`config.mk`:
```
export PLATFORM = sky130hd
export DESIGN_NAME = frac_baud_gen
export DESIGN_NICKNAME = d
export VERILOG_FILES = /design/src/rtl/fbg_pkg.sv /design/src/rtl/fbg_prescaler.sv /design/src/rtl/fbg_div_core.sv /design/src/rtl/fbg_bit_div.sv /design/src/rtl/frac_baud_gen.sv
export SDC_FILE = /design/constraint.sdc
export NUM_CORES = 1
export LEC_CHECK = 0
export CAP_MARGIN = 20
export CORE_MARGIN = 5
export CORE_UTILIZATION = 35
export CTS_CLUSTER_SIZE = 14
export DETAILED_ROUTE_END_ITERATION = 12
export GPL_TIMING_DRIVEN = 0
export SLEW_MARGIN = 20
export SYNTH_ARGS = -nofsm -noshare
export SYNTH_HDL_FRONTEND = slang
export SYNTH_SLANG_ARGS = --single-unit
```
`constraint.sdc`:
```
create_clock -name clk -period 4.18 [get_ports clk]
set_input_delay 0.836 -clock clk [delete_from_list [all_inputs] [get_ports clk]]
set_output_delay 0.836 -clock clk [all_outputs]
set_load 0.01 [all_outputs]
```
`src/rtl/fbg_pkg.sv`:
```
package fbg_pkg;
  localparam int DIV_W  = 16;
  localparam int FRAC_W = 4;
  localparam int MCNT_W = 5;

  typedef enum logic [1:0] {OS_16X = 2'd0, OS_8X = 2'd1, OS_4X = 2'd2} os_mode_e;

  // whole divisor with zero mapped to one
  function automatic logic [DIV_W:0] eff_div(input logic [DIV_W-1:0] d);
    return (d == '0) ? {{DIV_W{1'b0}}, 1'b1} : {1'b0, d};
  endfunction

  // carry out of phase + fraction decides whether this period is lengthened
  function automatic logic stretch_bit(input logic [FRAC_W-1:0] ph, input logic [FRAC_W-1:0] f);
    logic [FRAC_W:0] s;
    s = {1'b0, ph} + {1'b0, f};
    return s[FRAC_W];
  endfunction

  function automatic os_mode_e decode_mode(input logic [1:0] bits);
    case (bits)
      2'b00:   return OS_16X;
      2'b01:   return OS_8X;
      default: return OS_4X;
    endcase
  endfunction

  function automatic logic [MCNT_W-1:0] os_ratio(input os_mode_e m);
    case (m)
      OS_16X:  return 5'd16;
      OS_8X:   return 5'd8;
      default: return 5'd4;
    endcase
  endfunction
endpackage

```
`src/rtl/fbg_prescaler.sv`:
```
module fbg_prescaler #(
  parameter int PRE_RATIO = 4
) (
  input  logic clk,
  input  logic rst_n,
  input  logic restart,
  input  logic div_sel,
  output logic pre_en
);
  localparam int PW = (PRE_RATIO > 1) ? $clog2(PRE_RATIO) : 1;
  localparam logic [PW-1:0] LAST = PW'(PRE_RATIO - 1);

  logic [PW-1:0] pcnt;

  always_ff @(posedge clk or negedge rst_n) begin
    if (!rst_n)             pcnt <= '0;
    else if (restart)       pcnt <= '0;
    else if (pcnt == LAST)  pcnt <= '0;
    else                    pcnt <= pcnt + 1'b1;
  end

  assign pre_en = div_sel ? (pcnt == LAST) : 1'b1;
endmodule

```
`src/rtl/fbg_div_core.sv`:
```
module fbg_div_core
  import fbg_pkg::*;
(
  input  logic              clk,
  input  logic              rst_n,
  input  logic              restart,
  input  logic              pre_en,
  input  logic [DIV_W-1:0]  int_div,
  input  logic [FRAC_W-1:0] frac,
  output logic              wrap,
  output logic              tick,
  output logic [DIV_W:0]    cnt_o,
  output logic [DIV_W:0]    period_o
);
  logic [DIV_W:0]  cnt;
  logic [FRAC_W-1:0] phase;
  logic [DIV_W:0]  period;

  assign period   = eff_div(int_div) + {{DIV_W{1'b0}}, stretch_bit(phase, frac)};
  assign wrap     = pre_en && (cnt == period - 1'b1) && !restart;
  assign cnt_o    = cnt;
  assign period_o = period;

  always_ff @(posedge clk or negedge rst_n) begin
    if (!rst_n) begin
      cnt   <= '0;
      phase <= '0;
      tick  <= 1'b0;
    end else if (restart) begin
      cnt   <= '0;
      phase <= '0;
      tick  <= 1'b0;
    end else begin
      tick <= wrap;
      if (wrap) begin
        cnt   <= '0;
        phase <= phase + frac;
      end else if (pre_en) begin
        cnt <= cnt + 1'b1;
      end
    end
  end
endmodule

```
`src/rtl/fbg_bit_div.sv`:
```
module fbg_bit_div
  import fbg_pkg::*;
(
  input  logic              clk,
  input  logic              rst_n,
  input  logic              restart,
  input  logic              samp_wrap,
  input  logic [MCNT_W-1:0] ratio,
  output logic              bit_tick,
  output logic [MCNT_W-1:0] mcnt_o
);
  logic [MCNT_W-1:0] mcnt;
  logic              last;

  assign last   = (mcnt == ratio - 1'b1);
  assign mcnt_o = mcnt;

  always_ff @(posedge clk or negedge rst_n) begin
    if (!rst_n) begin
      mcnt     <= '0;
      bit_tick <= 1'b0;
    end else if (restart) begin
      mcnt     <= '0;
      bit_tick <= 1'b0;
    end else begin
      bit_tick <= samp_wrap && last;
      if (samp_wrap) mcnt <= last ? '0 : mcnt + 1'b1;
    end
  end
endmodule

```
`src/rtl/frac_baud_gen.sv`:
```
module frac_baud_gen
  import fbg_pkg::*;
(
  input  logic       clk,
  input  logic       rst_n,
  input  logic       cfg_load,
  input  logic       ext_en,
  input  logic [7:0] div_lo,
  input  logic [7:0] div_hi,
  input  logic [7:0] frac_cfg,
  input  logic       pre_div4,
  output logic       samp_tick,
  output logic       bit_tick
);
  logic [DIV_W-1:0]  div_q;
  logic [FRAC_W-1:0] frac_q;
  os_mode_e          mode_q;
  logic              p4_q;

  logic              pre_en;
  logic              samp_wrap;
  logic [DIV_W:0]    cnt_w;
  logic [DIV_W:0]    period_w;
  logic [MCNT_W-1:0] mcnt_w;
  logic [MCNT_W-1:0] ratio_w;

  always_ff @(posedge clk or negedge rst_n) begin
    if (!rst_n) begin
      div_q  <= DIV_W'(1);
      frac_q <= '0;
      mode_q <= OS_16X;
      p4_q   <= 1'b0;
    end else if (cfg_load) begin
      div_q <= {div_hi, div_lo};
      p4_q  <= pre_div4;
      if (ext_en) begin
        frac_q <= frac_cfg[FRAC_W-1:0];
        mode_q <= decode_mode(frac_cfg[5:4]);
      end
    end
  end

  assign ratio_w = os_ratio(mode_q);

  fbg_prescaler #(.PRE_RATIO(4)) u_pre (
    .clk(clk), .rst_n(rst_n), .restart(cfg_load), .div_sel(p4_q), .pre_en(pre_en)
  );

  fbg_div_core u_core (
    .clk(clk), .rst_n(rst_n), .restart(cfg_load), .pre_en(pre_en),
    .int_div(div_q), .frac(frac_q), .wrap(samp_wrap), .tick(samp_tick),
    .cnt_o(cnt_w), .period_o(period_w)
  );

  fbg_bit_div u_bit (
    .clk(clk), .rst_n(rst_n), .restart(cfg_load), .samp_wrap(samp_wrap),
    .ratio(ratio_w), .bit_tick(bit_tick), .mcnt_o(mcnt_w)
  );
endmodule

```
[After elaboration in Yosys (flattened, before gate mapping)]
Cells that the tools add are included.
Word-level totals
  output and inout bits: 2
  register bits after elaboration: 53
Operators by class
  add/subtract/negate cells: 8
  eq/ne operators: 5
  multiplexer cells: 16
  reduce and logical (&&, ||, !) cells: 10
Operators with widths (count)
  17-bit 2-to-1 mux: 3
  17-bit by 1-bit adder with 17-bit output: 1
  17-bit by 1-bit adder with 17-bit output (second input constant): 1
  17-bit equality test: 1
  17-bit by 1-bit subtractor with 17-bit output (second input constant): 1
  16-bit zero test: 1
  16-bit 2-to-1 mux: 1
  5-bit 2-to-1 mux: 3
  5-bit one-hot mux with 2 select lines: 1
  4-bit 2-to-1 mux: 2
  4-bit by 4-bit adder with 5-bit output: 1
  5-bit by 1-bit adder with 5-bit output (second input constant): 1
  5-bit equality test: 1
  5-bit by 1-bit subtractor with 5-bit output (second input constant): 1
  4-bit adder: 1
  2-bit by 1-bit equality test with 1-bit output (second input constant): 2
  2-bit zero test: 2
  2-bit 2-to-1 mux: 2
  2-bit one-hot mux with 2 select lines: 1
  1-bit logical AND: 3
  1-bit 2-to-1 mux: 3
  3-bit nonzero test: 1
  2-bit by 1-bit adder with 2-bit output (second input constant): 1
  2-bit equality test (second input constant): 1
  other kinds (3): 3

[Logic depth before layout (Yosys ltp)]
Gate-level depths: netlist of the first run.
  depth after elaboration: 9
  gate-level depth with buffers: 17
  mapped depth without buffers: 15

[By module]
From an unflattened synthesis of the first run, not the netlist that was laid out.
Second synthesis, totals
  cell total of the unflattened synthesis: 429
  area total of the unflattened synthesis: 4101.4 um2
By module, submodules not included
  fbg_div_core: area each 2650.0 um2, sequential area each 550.5 um2, cells an instance 327, times used 1
  frac_baud_gen: area each 934.6 um2, sequential area each 576.8 um2, cells an instance 54, times used 1
  fbg_bit_div: area each 437.9 um2, sequential area each 150.1 um2, cells an instance 42, times used 1
  fbg_prescaler: area each 78.8 um2, sequential area each 50.0 um2, cells an instance 6, times used 1

[Least setup slack after synthesis of the first run]
OpenSTA, ideal clock, no wires.
  kind: register -> register
  start point: register frac_q[0]
  end point: register u_bit.mcnt[3], in the netlist u_bit.mcnt_o[3]
  cell stages (with the launch flop): 17
  library setup time: 78 ps
  path buffers: 1
  arrival: 3925 ps
  setup slack: 177 ps
  cell sequence: dfrtp_1 -> ha_1 -> inv_1 -> fa_1 -> inv_1 -> a21o_1 -> a21oi_1 -> ha_1 -> ha_1 -> or3b_2 -> nor2_1 -> o211ai_1 -> or4_1 -> or4_1 -> buf_2 -> or4_1 -> a21oi_1
On the way
  word-level cells in the longest chain between the ends: 7
RTL lines
  start: declaration: RTL line frac_baud_gen.sv:16  | logic [FRAC_W-1:0] frac_q;
  start signal: assignment: RTL line frac_baud_gen.sv:37  | frac_q <= frac_cfg[FRAC_W-1:0];
  4-bit by 4-bit adder with 5-bit output: RTL line fbg_pkg.sv:16  | s = {1'b0, ph} + {1'b0, f};
  17-bit by 1-bit adder with 17-bit output: RTL line fbg_div_core.sv:19  | assign period = eff_div(int_div) + {{DIV_W{1'b0}}, stretch_bit(phase, frac)};
  17-bit by 1-bit subtractor with 17-bit output: RTL line fbg_div_core.sv:20  | assign wrap = pre_en && (cnt == period - 1'b1) && !restart;
  17-bit equality test: RTL line fbg_div_core.sv:20
  1-bit logical AND (2 in series): RTL line fbg_div_core.sv:20
  2-bit nonzero test (no source line)
  end signal: assignment: RTL line fbg_bit_div.sv:27  | if (samp_wrap) mcnt <= last ? '0 : mcnt + 1'b1;
  end: declaration: RTL line fbg_bit_div.sv:12  | logic [MCNT_W-1:0] mcnt;
No other way between the ends.
A chain may end at the register's enable or synchronous reset.

[Worst setup path in the final report of the first run]
  start point: register div_q[7]
  end point: register u_bit.mcnt[3], in the netlist u_bit.mcnt_o[3]
On the way
  word-level cells in the longest chain between the ends: 8
RTL lines
  start: declaration: RTL line frac_baud_gen.sv:15  | logic [DIV_W-1:0] div_q;
  start signal: assignment: RTL line frac_baud_gen.sv:34  | div_q <= {div_hi, div_lo};
  16-bit zero test: RTL line fbg_pkg.sv:10  | return (d == '0) ? {{DIV_W{1'b0}}, 1'b1} : {1'b0, d};
  16-bit 2-to-1 mux (*): RTL line fbg_pkg.sv:10
  17-bit by 1-bit adder with 17-bit output (*): RTL line fbg_div_core.sv:19
  17-bit by 1-bit subtractor with 17-bit output (*): RTL line fbg_div_core.sv:20
  17-bit equality test (*): RTL line fbg_div_core.sv:20
  1-bit logical AND (*) (2 in series): RTL line fbg_div_core.sv:20
  2-bit nonzero test (no source line) (*)
Mark *: on every way between the ends. The rest lies on a longest branch, timed or not.

==> results.sh, run 1 <==
export IMPL_finalSetupViolCount=0
export IMPL_p_leak_nw=1.549
export IMPL_cts_root_buf="clkbuf_8"
export IMPL_slew_viol_final=0
export IMPL_overflow=0
export IMPL_cp_top_family="simple AND/OR/NAND/NOR gates"
export IMPL_dieWidth_um=103.5
export IMPL_clock_sinks=53
export IMPL_critPathMaxStageDelay_ps=590
export IMPL_die_h_um=103.5
export IMPL_clk_path_buf_depth=2
export IMPL_syn_to_final_growth_pct=20.04
export IMPL_ys_seq_area_share_pct=43.39
export IMPL_core_um2=8636
export IMPL_synth_seq_cells=53
export IMPL_ant_nets=0
export IMPL_track_usage_pct=14.29
export IMPL_fmax_ghz=0.2457
export IMPL_slew_headroom_pct=52.67
export IMPL_worstSetupStartpointType="flip-flop"
export IMPL_cp_max_fo=7
export IMPL_peakVddDrop_mv=0.1249
export IMPL_layout_cells_most_common="dfrtp_1"
export IMPL_worstMarginPinSlew_ps=710.0
export IMPL_path_clk_slew_ps=90
export IMPL_grt_pass1_vias=2538
export IMPL_via_count=2336
export IMPL_crit_top_cell="or4_4"
export IMPL_io_buffers=27
export IMPL_fin_area_um2=3672
export IMPL_grt_antenna_before_repair=0
export IMPL_row_count=34
export IMPL_place_gp_congestion=0.8966
export IMPL_final_cells=454
export IMPL_synth_ff_type="dfrtp_1"
export IMPL_syn_nets=348
export IMPL_die_area_um2=10710
export IMPL_placed_area_um2=3462
export IMPL_crit_chain="or4_4 > nor2_4 > a31oi_1 > ha_2 > ha_4 > xnor2_1 > nor3_2 > o211ai_1 > or4_4 > or4_4 > or4_4 > a21oi_2"
export IMPL_async_flop_share_pct=100.0
export IMPL_holdBufCountCts=0
export IMPL_dp_hpwl_um=5011
export IMPL_drtIter0Drc=44
export IMPL_hold_viol=0
export IMPL_synth_avg_cell_area_um2=9.900
export IMPL_drcViolationCount=0
export IMPL_wirelength_um=6796
export IMPL_ios=31
export IMPL_synth_cell_types=47
export IMPL_cap_violations=0
export IMPL_syn_cell_area_um2=3059
export IMPL_grt_setup_unrepaired="no"
export IMPL_final_cell_mix="dfrtp_1, nor2_1, clkdlybuf4s50_1, mux2_2, nand2_1"
export IMPL_synth_edf_count=0
export IMPL_nets=384
export IMPL_cts_buffers=5
export IMPL_critPathArrivalTime_ps=4300
export IMPL_fin_skew_ps=5.799
export IMPL_clock_latency_ps=300
export IMPL_post_route_period_util_pct=97.37
export IMPL_power_total_mw=1.055
export IMPL_hold_path_class="reg2reg"
export IMPL_cp_num_buf_inv=0
export IMPL_n_antenna_cell=0
export IMPL_pre_cts_ws_ps=-636.7
export IMPL_dr_pass1_iters=4
export IMPL_grt_pass1_wl_um=11990
export IMPL_synth_warnings=0
export IMPL_grt_max_degree=54
export IMPL_fillers=854
export IMPL_cts_tree="yes"
export IMPL_crit_type="reg2reg"
export IMPL_syn_inst=309
export IMPL_required_ps=4410
export IMPL_finalWorstSetupSlack_ps=110.0
export IMPL_htreeDepth=2
export IMPL_start_util_pct=35.42
export IMPL_crit_path_end_kind="flip-flop"
export IMPL_drive_gt1_share_pct=18.50
export IMPL_drt_wirelength_per_cell_um=14.97
export IMPL_viasPerCell=5.145
export IMPL_numPlacedInstances=444
export IMPL_status="finished clean"
export IMPL_power_density_nw_per_um2=287.4
export IMPL_period_needed_ps=4070
export IMPL_crit_slowest_cell="or4_4"
-- worst paths after layout --
kind,startpoint,endpoint,slack [ps],cells after the start
max in group asynchronous,rst_n,div_q[9],3120,1
min,u_pre.pcnt[0],u_pre.pcnt[0],430,1
max reg2reg,div_q[7],u_bit.mcnt_o[3],110,12
min reg2reg,u_pre.pcnt[0],u_pre.pcnt[0],430,1
max,div_q[7],u_bit.mcnt_o[3],110,12
min in group asynchronous,rst_n,div_q[6],570,1
-- what timing repair did --
action,4_1_cts,5_1_grt
gates cloned,0,0
gates resized for setup,14,16
endpoints found under the setup margin,27,19
pin swaps,0,5
buffers inserted,2,3
-- flip-flops by register name (all words and copies together) (netlist names) --
name,cells
u_bit.mcnt_o,5
u_core.cnt_o,17
u_core.tick,1
p4_q,1
u_pre.pcnt,2
u_core.phase,4
u_bit.bit_tick,1
mode_q,2
div_q,16
frac_q,4
-- report_power, final --
group / internal [mW] / switching (mW) / total (mW) / leakage (nW)
clock network: 0.119 / 0.167 / 0.286 / 0.0385
logic: 0.0994 / 0.0924 / 0.192 / 0.828
registers: 0.543 / 0.0344 / 0.577 / 0.682
total: 0.761 / 0.294 / 1.06 / 1.55
-- logic make-up (layout without fill, tap and decap cells) --
logic type | after synthesis | count (layout) | synth area share, %
simple gates | 116 | 116 | 20.08
compound gates | 47 | 47 | 9.407
buf+inv | 22 | 59 | 3.231
fa+ha+maj | 10 | 10 | 4.335
mux | 29 | 29 | 10.39
flops | 53 | 53 | 43.39
xor+xnor | 32 | 32 | 9.162
-- per-stage QoR --
step	hold slack [ps]	util, %	setup TNS [ps]
2_1_floorplan	408.5	-	0
3_3_place_gp	419.6	40.12	-9563
3_5_place_dp	423.4	40.09	-10620
4_1_cts	434.0	41.86	0
5_1_grt	437.9	42.52	0
6_report	430.6	42.52	0
-- final cells by class --
type,count,area (um^2),share of cell area (%)
flip-flops and latches,53,1331,36.25
multi-input cells,234,1728,47.05
clock buffers,7,76.32,2.078
plain buffers,11,58.81,1.601
well taps,108,135.1,3.680
repair buffers,32,305.3,8.313
clock inverters,1,7.507,0.2044
inverters,8,30.03,0.8177
-- synth_stat cells, types with 2 or more instances --
library cell	count	share of area [%]
dfrtp_1	52	43
nor2_1	33	4.0
mux2_2	22	8.1
nand2_1	19	2.3
xnor2_1	17	4.9
a21oi_1	15	2.5
xor2_1	15	4.3
o21ai_0	13	2.1
clkbuf_1	11	1.3
ha_1	9	3.7
nor3_1	9	1.5
inv_1	8	0.98
or4_1	8	2.0
mux2i_1	7	2.3
nand3_1	7	1.1
and2_1	5	1.0
and3_1	5	1.0
nand2b_1	5	1.0
a21o_1	4	0.98
nand4_1	4	0.82
or3_1	4	0.82
nor2b_1	3	0.61
nor3b_1	3	0.74
nor4_1	3	0.61
a211oi_1	2	0.49
a31oi_1	2	0.41
buf_6	2	0.74
nor4b_1	2	0.57
o211ai_1	2	0.49
-- per-layer routing --
layer | wire (um) | GRT usage (%) | vias up
li1 | - | - | 1166
met1 | 3117 | 17.93 | 1130
met2 | 3293 | 24.26 | 28
met3 | 255 | 3.018 | 12
met4 | 129 | 5.080 | 0
met5 | 0 | 0 | -
No activity file was read; power rests on OpenSTA's default activity.
==> run 2, diff against run 1 <==
--- a/config.mk
+++ b/config.mk
@@ -11,6 +11,7 @@
 export CTS_CLUSTER_SIZE = 14
 export DETAILED_ROUTE_END_ITERATION = 12
 export GPL_TIMING_DRIVEN = 0
+export PLACE_DENSITY = 0.57
 export SLEW_MARGIN = 20
 export SYNTH_ARGS = -nofsm -noshare
 export SYNTH_HDL_FRONTEND = slang
==> results.sh, run 2 (synthesis gave the netlist of run 1 again) <==
export IMPL_die_h_um=103.5
export IMPL_hold_viol=0
export IMPL_p_leak_nw=1.558
export IMPL_power_density_nw_per_um2=295.2
export IMPL_finalSetupViolCount=0
export IMPL_post_route_period_util_pct=97.59
export IMPL_status="finished clean"
export IMPL_core_um2=8636
export IMPL_cts_root_buf="clkbuf_8"
export IMPL_final_cells=453
export IMPL_holdBufCountCts=0
export IMPL_io_buffers=27
export IMPL_ios=31
export IMPL_crit_type="reg2reg"
export IMPL_clock_latency_ps=310
export IMPL_grt_max_degree=54
export IMPL_largest_reg_flops=17
export IMPL_start_util_pct=35.42
export IMPL_final_cell_mix="dfrtp_1, nor2_1, clkdlybuf4s50_1, mux2_2, nand2_1"
export IMPL_fin_area_um2=3682
export IMPL_pre_cts_ws_ps=-424.4
export IMPL_cts_tree="yes"
export IMPL_worst_hold_slack_ps=445.5
export IMPL_drtIter0Drc=66
export IMPL_dieWidth_um=103.5
export IMPL_worstSetupStartpointType="flip-flop"
export IMPL_nets=383
export IMPL_die_area_um2=10710
export IMPL_grt_pass1_wl_um=11390
export IMPL_dr_pass1_iters=4
export IMPL_peakVddDrop_mv=0.1467
export IMPL_ant_nets=0
export IMPL_place_gp_congestion=0.8377
export IMPL_layout_cells_most_common="dfrtp_1"
export IMPL_drive_gt1_share_pct=18.26
export IMPL_postLayoutCoreUtil_pct=42.64
export IMPL_track_usage_pct=13.50
export IMPL_viasPerCell=5.174
export IMPL_fmax_ghz=0.2452
export IMPL_fillers=837
export IMPL_syn_to_final_growth_pct=20.37
export IMPL_drt_wirelength_per_cell_um=14.68
export IMPL_required_ps=4420
export IMPL_row_count=34
export IMPL_cp_max_fo=7
export IMPL_hold_path_class="reg2reg"
export IMPL_period_needed_ps=4079
export IMPL_slew_headroom_pct=54.04
export IMPL_critPathArrivalTime_ps=4320
export IMPL_tns_ps=0
export IMPL_path_clk_slew_ps=100
export IMPL_via_count=2344
export IMPL_clock_sinks=53
export IMPL_hold_path_cell_count=1
export IMPL_cap_violations=0
export IMPL_slew_viol_final=0
export IMPL_cts_buffers=5
export IMPL_power_total_mw=1.087
export IMPL_grt_antenna_before_repair=0
export IMPL_crit_path_end_kind="flip-flop"
export IMPL_n_antenna_cell=0
export IMPL_placed_area_um2=3470
export IMPL_wirelength_um=6651
export IMPL_clk_path_buf_depth=2
export IMPL_finalWorstSetupSlack_ps=100.9
export IMPL_reg2regPathDepth=12
export IMPL_htreeDepth=2
export IMPL_overflow=0
export IMPL_fin_skew_ps=7.149
export IMPL_drcViolationCount=0
export IMPL_numPlacedInstances=444
export IMPL_grt_pass1_vias=2352
export IMPL_worstMarginPinSlew_ps=689.4
export IMPL_dp_hpwl_um=4938
[run 2: critical path, stage by stage (launching register included)]
cell	delay [ps]
dfrtp_2	470
or4_4	560
nor2_2	160
a31oi_1	160
ha_4	230
ha_4	210
xnor2_1	130
nor3_2	200
o211ai_1	110
or4_4	530
or4_4	590
or4_4	540
a21oi_2	140
[run 2: final cells by class]
| type | instances | area, um^2 | area share (%) |
|---|---|---|---|
| Buffer | 11 | 58.81 | 1.597 |
| Clock buffer | 6 | 82.58 | 2.243 |
| Clock inverter | 2 | 17.52 | 0.4757 |
| Inverter | 8 | 30.03 | 0.8155 |
| Multi-Input combinational cell | 234 | 1729 | 46.96 |
| Sequential cell | 53 | 1331 | 36.15 |
| Tap cell | 108 | 135.1 | 3.670 |
| Timing Repair Buffer | 31 | 297.8 | 8.087 |
[run 2: what timing repair did]
action                     CTS  global route
setup buffers                1             3
pin swaps                    1             4
resized for setup           17             8
setup endpoints to repair   23            18
[run 2: report_power, final]
part	switching (mW)	internal (mW)
registers	0.0347	0.543
clock network	0.183	0.138
logic	0.0899	0.0984
total	0.307	0.779
[run 2: path summary, 6_finish.rpt]
kind / from / to / slack (ps)
min reg2reg: u_pre.pcnt[0] / u_pre.pcnt[0] / 450
max in group asynchronous: rst_n / div_q[7] / 3150
max reg2reg: div_q[7] / u_bit.mcnt_o[4] / 100
min: u_pre.pcnt[0] / u_pre.pcnt[0] / 450
max: div_q[7] / u_bit.mcnt_o[4] / 100
min in group asynchronous: rst_n / div_q[11] / 550
[run 2: routing by layer]
layer,vias to the layer above,GRT usage (%),share of wire (%)
li1,1163,-,-
met1,1132,17.75,48
met2,37,22.35,46
met3,12,2.817,3.8
met4,0,4.084,1.7
met5,-,0,0
==> run 3, diff against run 2 <==
--- a/config.mk
+++ b/config.mk
@@ -12,7 +12,6 @@
 export DETAILED_ROUTE_END_ITERATION = 12
 export GPL_TIMING_DRIVEN = 0
 export PLACE_DENSITY = 0.57
-export SLEW_MARGIN = 20
 export SYNTH_ARGS = -nofsm -noshare
 export SYNTH_HDL_FRONTEND = slang
 export SYNTH_SLANG_ARGS = --single-unit
==> results.sh, run 3 (synthesis gave the netlist of run 1 again) <==
export IMPL_grt_max_degree=34
export IMPL_finalWorstSetupSlack_ps=161.8
export IMPL_io_buffers=27
export IMPL_critPathArrivalTime_ps=4260
export IMPL_p_leak_nw=1.608
export IMPL_reg2reg_from="frac_q[0]"
export IMPL_fin_skew_ps=5.709
export IMPL_hold_path_class="reg2reg"
export IMPL_drtIter0Drc=69
export IMPL_status="finished clean"
export IMPL_cts_buffers=5
export IMPL_top_usage_layer="met2"
export IMPL_row_count=34
export IMPL_largest_reg_flops=17
export IMPL_clock_sinks=53
export IMPL_slew_headroom_pct=62.41
export IMPL_cap_violations=0
export IMPL_syn_to_final_growth_pct=23.89
export IMPL_power_density_nw_per_um2=305.0
export IMPL_path_clk_slew_ps=100
export IMPL_cp_top_family="simple AND/OR/NAND/NOR gates"
export IMPL_layout_cells_most_common="dfrtp_1"
export IMPL_cts_tree="yes"
export IMPL_drive_gt1_share_pct=21.13
export IMPL_nets=393
export IMPL_period_needed_ps=4018
export IMPL_place_gp_congestion=0.8377
export IMPL_crit_chain="ha_2 > inv_2 > fa_2 > inv_1 > a21o_1 > a21oi_2 > ha_4 > ha_4 > or3b_4 > nor2_1 > o211ai_1 > or4_4 > or4_4 > or4_4 > a21oi_2"
export IMPL_peakVddDrop_mv=0.1256
export IMPL_via_count=2384
export IMPL_start_util_pct=35.42
export IMPL_grtUsageMet1_pct=17.85
export IMPL_reg2regPathDepth=15
export IMPL_hold_path_end="u_pre.pcnt[0]"
export IMPL_hold_viol=0
export IMPL_grt_setup_unrepaired="no"
export IMPL_hold_path_cell_count=1
export IMPL_grt_pass1_vias=2389
export IMPL_overflow=0
export IMPL_dp_hpwl_um=5061
export IMPL_critPathMaxStageDelay_ps=590
export IMPL_final_cells=463
export IMPL_n_antenna_cell=0
export IMPL_worstSetupStartpointType="flip-flop"
export IMPL_post_route_period_util_pct=96.13
export IMPL_crit_path_end_kind="flip-flop"
export IMPL_finalSetupViolCount=0
export IMPL_ios=31
export IMPL_grt_pass1_wl_um=11370
export IMPL_reg2reg_slack_ps=160
export IMPL_slew_viol_final=0
export IMPL_die_area_um2=10710
export IMPL_track_usage_pct=13.60
export IMPL_pre_cts_ws_ps=-428.0
export IMPL_regArea_um2=1331
export IMPL_clk_path_buf_depth=2
export IMPL_clock_latency_ps=310
export IMPL_dieWidth_um=103.5
export IMPL_grt_antenna_before_repair=0
export IMPL_drcViolationCount=0
export IMPL_cp_max_fo=6
export IMPL_viasPerCell=5.149
export IMPL_use_met3_pct=3.018
export IMPL_worstMarginPinSlew_ps=559.1
export IMPL_crit_slowest_cell="or4_4"
export IMPL_htreeDepth=2
export IMPL_required_ps=4420
export IMPL_final_cell_mix="dfrtp_1, nor2_1, clkdlybuf4s50_1, mux2_2, nand2_1"
export IMPL_use_met2_pct=22.16
export IMPL_core_um2=8636
export IMPL_die_h_um=103.5
export IMPL_multi_input_area_um2=1729
export IMPL_wirelength_um=6858
export IMPL_ant_nets=0
export IMPL_fmax_ghz=0.2489
export IMPL_drt_wirelength_per_cell_um=14.81
export IMPL_cts_root_buf="clkbuf_8"
export IMPL_cp_num_buf_inv=2
export IMPL_dr_pass1_iters=4
export IMPL_numPlacedInstances=446
export IMPL_rr_endpoint="u_bit.mcnt_o[4]"
export IMPL_crit_type="reg2reg"
export IMPL_hp_start="u_pre.pcnt[0]"
export IMPL_crit_top_cell="or4_4"
export IMPL_fillers=814
-- run 3: what timing repair did --
action / 4_1_cts / 5_1_grt
gates resized for setup: 10 / 17
pin swaps: 2 / 8
endpoints found under the setup margin: 22 / 19
hold buffers: 0 / 0
setup buffers: 2 / 10
-- run 3: layout make-up --
| type | count | share of cell area [%] |
|---|---|---|
| Clock inverter | 2 | 0.9904 |
| Buffer | 11 | 1.552 |
| Timing Repair Buffer | 41 | 10.17 |
| Tap cell | 108 | 3.566 |
| Clock buffer | 6 | 2.179 |
| Multi-Input combinational cell | 234 | 45.63 |
| Sequential cell | 53 | 35.13 |
| Inverter | 8 | 0.7923 |
-- run 3: how the worst max path moves through the flow --
stage               startpoint  cells after the start          endpoint  slack [ps]
floorplan            frac_q[0]                     16   u_bit.mcnt_o[3]         180
CTS                  frac_q[0]                     16   u_core.cnt_o[4]          20
finish               frac_q[0]                     15   u_bit.mcnt_o[4]         160
global placement     frac_q[0]                     15  u_core.cnt_o[10]        -740
global route          div_q[9]                     13   u_bit.mcnt_o[4]          10
detailed placement   frac_q[0]                     16   u_core.cnt_o[4]        -430
-- run 3: metal layers --
layer  routed length, um  vias up  part of all wire (%)
li1                    -     1181                     -
met1                3304     1158                    48
met2                3209       32                    47
met3                 218       13                   3.2
met4                 126        0                   1.8
met5                   0        -                     0
-- run 3: power breakdown --
group / switching, mW / internal, mW / leakage, nW
Combinational: 0.0959 / 0.110 / 0.868
Sequential: 0.0326 / 0.543 / 0.682
Clock: 0.180 / 0.195 / 0.0574
Total: 0.308 / 0.848 / 1.61
-- run 3: stage by stage --
stage / total power [mW] / TNS, ps / hold WS (ps) / util (%) / instance area, um^2
6_report: 1.156 / 0 / 446.3 / 43.89 / 3790
3_3_place_gp: 0.7583 / -11610 / 420.0 / 40.12 / 3465
5_1_grt: 1.212 / 0 / 449.6 / 43.89 / 3790
4_1_cts: 1.147 / 0 / 445.5 / 42.22 / 3646
2_1_floorplan: 0.6943 / 0 / 408.5 / - / 3059
3_5_place_dp: 0.7654 / -7655 / 429.9 / 40.41 / 3490
